**src/rtl/burst_seq_pkg.sv**
```systemverilog
package burst_seq_pkg;

    localparam int BEAT_W = 2;

    typedef logic [BEAT_W-1:0] beat_t;

    typedef enum logic {
        ORDER_LINEAR     = 1'b0,
        ORDER_INTERLEAVE = 1'b1
    } burst_order_e;

    // Burst context captured at a load: the order and the starting low bits
    typedef struct packed {
        burst_order_e order;
        beat_t        start;
    } burst_ctx_t;

    function automatic beat_t burst_low(input burst_ctx_t ctx, input beat_t cnt);
        beat_t res;
        if (ctx.order == ORDER_INTERLEAVE)
            res = ctx.start ^ cnt;
        else
            res = ctx.start + cnt;
        return res;
    endfunction

endpackage

```
**src/rtl/burst_load_gate.sv**
```systemverilog
module burst_load_gate #(
    parameter int N_STROBES = 2
) (
    input  logic                 ce_n,
    input  logic [N_STROBES-1:0] strobe_n,
    output logic                 load
);
    logic [N_STROBES-1:0] hit;

    for (genvar i = 0; i < N_STROBES; i++) begin : g_strobe
        assign hit[i] = ~strobe_n[i] & ~ce_n;
    end

    assign load = |hit;
endmodule

```
**src/rtl/burst_beat_counter.sv**
```systemverilog
module burst_beat_counter
    import burst_seq_pkg::*;
(
    input  logic  clk,
    input  logic  rst,
    input  logic  load,
    input  logic  adv_n,
    output beat_t cnt
);
    always_ff @(posedge clk) begin
        if (rst)
            cnt <= '0;
        else if (load)
            cnt <= '0;
        else if (!adv_n)
            cnt <= cnt + beat_t'(1);
    end
endmodule

```
**src/rtl/burst_addr_reg.sv**
```systemverilog
module burst_addr_reg
    import burst_seq_pkg::*;
#(
    parameter int AW = 20
) (
    input  logic               clk,
    input  logic               rst,
    input  logic               load,
    input  logic               mode,
    input  logic [AW-1:0]      addr_in,
    output logic [AW-BEAT_W-1:0] upper,
    output burst_ctx_t         ctx
);
    localparam int UPPER_W = AW - BEAT_W;

    always_ff @(posedge clk) begin
        if (rst) begin
            upper     <= '0;
            ctx.order <= ORDER_LINEAR;
            ctx.start <= '0;
        end else if (load) begin
            upper     <= addr_in[AW-1 -: UPPER_W];
            ctx.order <= burst_order_e'(mode);
            ctx.start <= addr_in[BEAT_W-1:0];
        end
    end
endmodule

```
**src/rtl/burst_addr_seq.sv**
```systemverilog
module burst_addr_seq
    import burst_seq_pkg::*;
#(
    parameter int AW = 20
) (
    input  logic          clk,
    input  logic          rst,
    input  logic          ce_n,
    input  logic          ads_proc_n,
    input  logic          ads_cache_n,
    input  logic          adv_n,
    input  logic          mode,
    input  logic [AW-1:0] addr_in,
    output logic [AW-1:0] addr_out,
    output logic [1:0]    beat
);
    localparam int UPPER_W = AW - BEAT_W;

    logic               load;
    beat_t              cnt;
    logic [UPPER_W-1:0] upper;
    burst_ctx_t         ctx;

    burst_load_gate #(.N_STROBES(2)) u_gate (
        .ce_n     (ce_n),
        .strobe_n ({ads_cache_n, ads_proc_n}),
        .load     (load)
    );

    burst_beat_counter u_cnt (
        .clk   (clk),
        .rst   (rst),
        .load  (load),
        .adv_n (adv_n),
        .cnt   (cnt)
    );

    burst_addr_reg #(.AW(AW)) u_areg (
        .clk     (clk),
        .rst     (rst),
        .load    (load),
        .mode    (mode),
        .addr_in (addr_in),
        .upper   (upper),
        .ctx     (ctx)
    );

    assign addr_out = {upper, burst_low(ctx, cnt)};
    assign beat     = cnt;
endmodule

```
**config.mk**
```make
export PLATFORM = sky130hd
export DESIGN_NAME = burst_addr_seq
export DESIGN_NICKNAME = d
export VERILOG_FILES = /design/src/rtl/burst_seq_pkg.sv /design/src/rtl/burst_load_gate.sv /design/src/rtl/burst_beat_counter.sv /design/src/rtl/burst_addr_reg.sv /design/src/rtl/burst_addr_seq.sv
export SDC_FILE = /design/constraint.sdc
export NUM_CORES = 1
export LEC_CHECK = 0
export BUFFER_PORTS_ARGS = -buffer_cell sky130_fd_sc_hd__buf_2
export CORE_UTILIZATION = 45
export DETAILED_ROUTE_END_ITERATION = 7
export GPL_TIMING_DRIVEN = 0
export PLACE_DENSITY = 0.9
export SLEW_MARGIN = 10
export SYNTH_ARGS = -nofsm -noshare
export SYNTH_HDL_FRONTEND = slang
export SYNTH_SLANG_ARGS = --single-unit
```
**constraint.sdc**
```tcl
create_clock -name clk -period 2.8 [get_ports clk]
set_clock_uncertainty 0.1 [all_clocks]
set_input_delay 0.56 -clock clk [delete_from_list [all_inputs] [get_ports clk]]
set_output_delay 0.56 -clock clk [all_outputs]
set_load 0.03 [all_outputs]
```
==> summary.txt <==
Synth
  • Average instance area after synthesis: 8.52 µm²
  • Sequential element share of the synthesized area: 52.5%
  • Post-Synthesis Net Count: 131
  • Synthesized flop and latch total: 23
  • Number of instances in the synthesized netlist: 103
  • Mapped cell area: 877 µm²
  • Number of warnings printed during yosys synthesis: 0
  • Number of distinct library cells after synthesis: 13

Floorplan
  • Die area: 0.00213 mm²
  • Die Height: 46.2 µm
  • Placeable core region: 0.00178 mm²
  • Effective utilization at floorplan: 49.2%
  • Die width: 46.2 µm
  • I/O pins: 49
  • Num rows: 15

STA
  • Share of the clock period used by the worst path: 70.3%
  • Time the worst path needs with I/O delays and setup: 1.97 ns
  • Worst Setup Slack, final: 0.831 ns
  • Sum of negative setup slack: 0 ns
  • Least-Margin Pin Slew: 0.509 ns
  • Count of endpoints failing hold in the final timing report: 0
  • Max-slew headroom at the worst pin: 66.1%
  • Pins over their slew limit: 0
  • Unrepaired setup endpoints after global routing: no
  • Maximum clock frequency: 508 MHz
  • Number of endpoints failing setup at the final stage: 0
  • Hold Worst Slack: 0.361 ns

Route
  • Antenna-violating nets left: 0
  • Number of detailed-route iterations in the first pass: 4
  • Via-per-instance ratio: 4.81
  • Count of routing violations after the opening detailed-route iteration: 13
  • Detailed Route WL: 2.04 mm
  • Routed len/inst: 11.3 µm
  • Post-detailed-route DRC marker count: 0
  • Via count: 865

Finish
  • Layout-stage area growth over the synthesis result: 34.0%
  • Share of layout cells above drive strength 1: 38.1%
  • Fill cell count: 155
  • Number of inserted diodes: 0
  • Nets@finish: 184
  • Core utilization of the finished layout: 65.9%
  • Non-filler cells, final: 180

CTS
  • Library cell used as clock root buffer: sky130_fd_sc_hd__clkbuf_4
  • Register clock-pin slew on the reported worst setup and hold paths: 0.12 ns
  • Clock latency on the worst-skew pair: 0.30 ns
  • Maximum number of buffers from clock root to sink: 2
  • TritonCTS clock tree: built
  • Sinks on Clock Net: 23
  • Total CTS buffers: 3
  • # hold bufs at CTS: 0
  • H-tree levels: 1
  • Number of buffers inserted by post-CTS setup repair: 0
  • Post-cts resize count: 0

Setup path
  • Worst-case register-to-register setup slack: 1.80 ns
  • FF-to-FF path depth: 3
  • Maximum fanout encountered on the critical timing path: 4
  • Nature of the critical path startpoint: flip-flop
  • Worst R2R End: u_cnt.cnt[1]$_SDFFE_PP0N_
  • Required time of the critical path: 2.14 ns
  • Setup crit end kind: primary output
  • Beginning of the worst register-to-register path: u_cnt.cnt[0]$_SDFFE_PP0N_
  • Data arrival time of the worst path: 1.31 ns
  • Critical path type: reg -> out

Pwr
  • Worst VDD drop: 0.281 mV
  • Leak: 0.562 nW
  • Power density over cell area: 541 mW/mm²

Placement
  • Post-detailed-placement half-perimeter wirelength: 1.64 mm
  • Post-Place Worst Slack: 1.16 ns
  • Number of buffers added on ports: 48
  • Post-placement cell count: 176
  • Global placement routability congestion: 0.736

GRT
  • Largest net degree at the start of global routing: 13
  • Grt total ovfl: 0
  • Global-route wire length before repair: 3.04 mm
  • Number of antenna violations at the first check in global routing: 0
  • Vias in the first global route: 779
  • Total routing resource utilization after global routing: 19.8%

Worst hold path
  • Worst Hold Path Cells: 2
  • Hold Startpoint: u_areg.upper[0]$_SDFFE_PP0P_
  • Terminating pin of the worst hold path: u_areg.upper[0]$_SDFFE_PP0P_
  • Classification of the worst-slack hold path: reg -> reg

Job
  • Max-cap violations: 0

Status
  • Status: complete, no violations
[per-stage QoR]
stage / total power, mW / area, µm²
final: 0.635 / 1170
after global routing: 0.665 / 1170
after CTS: 0.642 / 1170
after detailed placement: 0.495 / 1150
after global placement: 0.490 / 1150
after floorplan: 0.446 / 877
[flip-flops by register name, indices dropped and copies added, names as in the netlist]
| name | cells |
|---|---|
| u_areg.ctx | 3 |
| u_areg.upper | 18 |
| u_cnt.cnt | 2 |
[routing by layer]
layer	up-vias	global-route usage, %	share of wire [%]	routed length (µm)
met1	397	21.9	41	842
met3	2	2.35	4.4	90
met5	-	0	0	0
li1	440	-	-	-
met4	0	7.06	0.93	19
met2	26	38.0	53	1090
[synth_stat cells]
cell type	instances	area [µm²]
sky130_fd_sc_hd__nor2b_1	3	18.8
sky130_fd_sc_hd__nor3_1	1	5.00
sky130_fd_sc_hd__xnor2_1	3	26.3
sky130_fd_sc_hd__nand2_1	42	158
sky130_fd_sc_hd__a21o_2	1	8.76
sky130_fd_sc_hd__a21oi_2	2	17.5
sky130_fd_sc_hd__ha_1	1	12.5
sky130_fd_sc_hd__clkbuf_1	2	7.51
sky130_fd_sc_hd__dfxtp_1	23	460
sky130_fd_sc_hd__a21oi_4	1	16.3
sky130_fd_sc_hd__nor4_1	1	6.26
sky130_fd_sc_hd__a21oi_1	19	95.1
sky130_fd_sc_hd__buf_6	4	45.0
[area by class of cell]
cell class,count,area (µm²),area share [%]
Buffer,6,52.6,4.47
Clock buffer,4,26.3,2.24
Multi-Input combinational cell,74,364,31.0
Sequential cell,23,460,39.2
Tap cell,25,31.3,2.66
Timing Repair Buffer,48,240,20.4
[cell families after synthesis]
logic type / after synthesis / synth area share [%]
adders and majority gates: 1 / 1.43
and+or+nand+nor: 47 / 21.4
buffers and inverters: 6 / 5.99
AOI/OAI and AO/OA: 23 / 15.7
xor gates and xnor gates: 3 / 3.00
DFF: 23 / 52.5
[report_power, final]
| group | internal [mW] | total [mW] | switching (mW) |
|---|---|---|---|
| clock | 0.0554 | 0.149 | 0.0933 |
| combinational | 0.0490 | 0.132 | 0.0831 |
| sequential | 0.345 | 0.354 | 0.00919 |
[layout by cell type (no fill, tap or decap)]
cell	n
sky130_fd_sc_hd__a21o_2	1
sky130_fd_sc_hd__a21oi_1	19
sky130_fd_sc_hd__a21oi_2	2
sky130_fd_sc_hd__a21oi_4	1
sky130_fd_sc_hd__buf_2	48
sky130_fd_sc_hd__buf_6	4
sky130_fd_sc_hd__clkbuf_1	3
sky130_fd_sc_hd__clkbuf_4	3
sky130_fd_sc_hd__dfxtp_1	23
sky130_fd_sc_hd__ha_1	1
sky130_fd_sc_hd__nand2_1	42
sky130_fd_sc_hd__nor2b_1	3
sky130_fd_sc_hd__nor3_1	1
sky130_fd_sc_hd__nor4_1	1
sky130_fd_sc_hd__xnor2_1	3
[worst max path at each step]
stage / startpoint / end / slack [ns] / cells after the start
floorplan: u_cnt.cnt[0]$_SDFFE_PP0N_ / addr_out[1] / 0.85 / 3
global placement: u_cnt.cnt[0]$_SDFFE_PP0N_ / addr_out[1] / 1.17 / 4
finish: u_cnt.cnt[0]$_SDFFE_PP0N_ / addr_out[1] / 0.83 / 4
CTS: u_cnt.cnt[0]$_SDFFE_PP0N_ / addr_out[1] / 0.81 / 4
detailed placement: u_cnt.cnt[0]$_SDFFE_PP0N_ / addr_out[1] / 1.16 / 4
global route: u_cnt.cnt[0]$_SDFFE_PP0N_ / addr_out[1] / 0.72 / 4
[worst max-delay path, cell delays in order, from the launching register on]
cell	delay [ns]
sky130_fd_sc_hd__dfxtp_1	0.39
sky130_fd_sc_hd__ha_1	0.15
sky130_fd_sc_hd__nor2b_1	0.14
sky130_fd_sc_hd__xnor2_1	0.12
sky130_fd_sc_hd__buf_2	0.21
(Power assumes the default switching activity.)
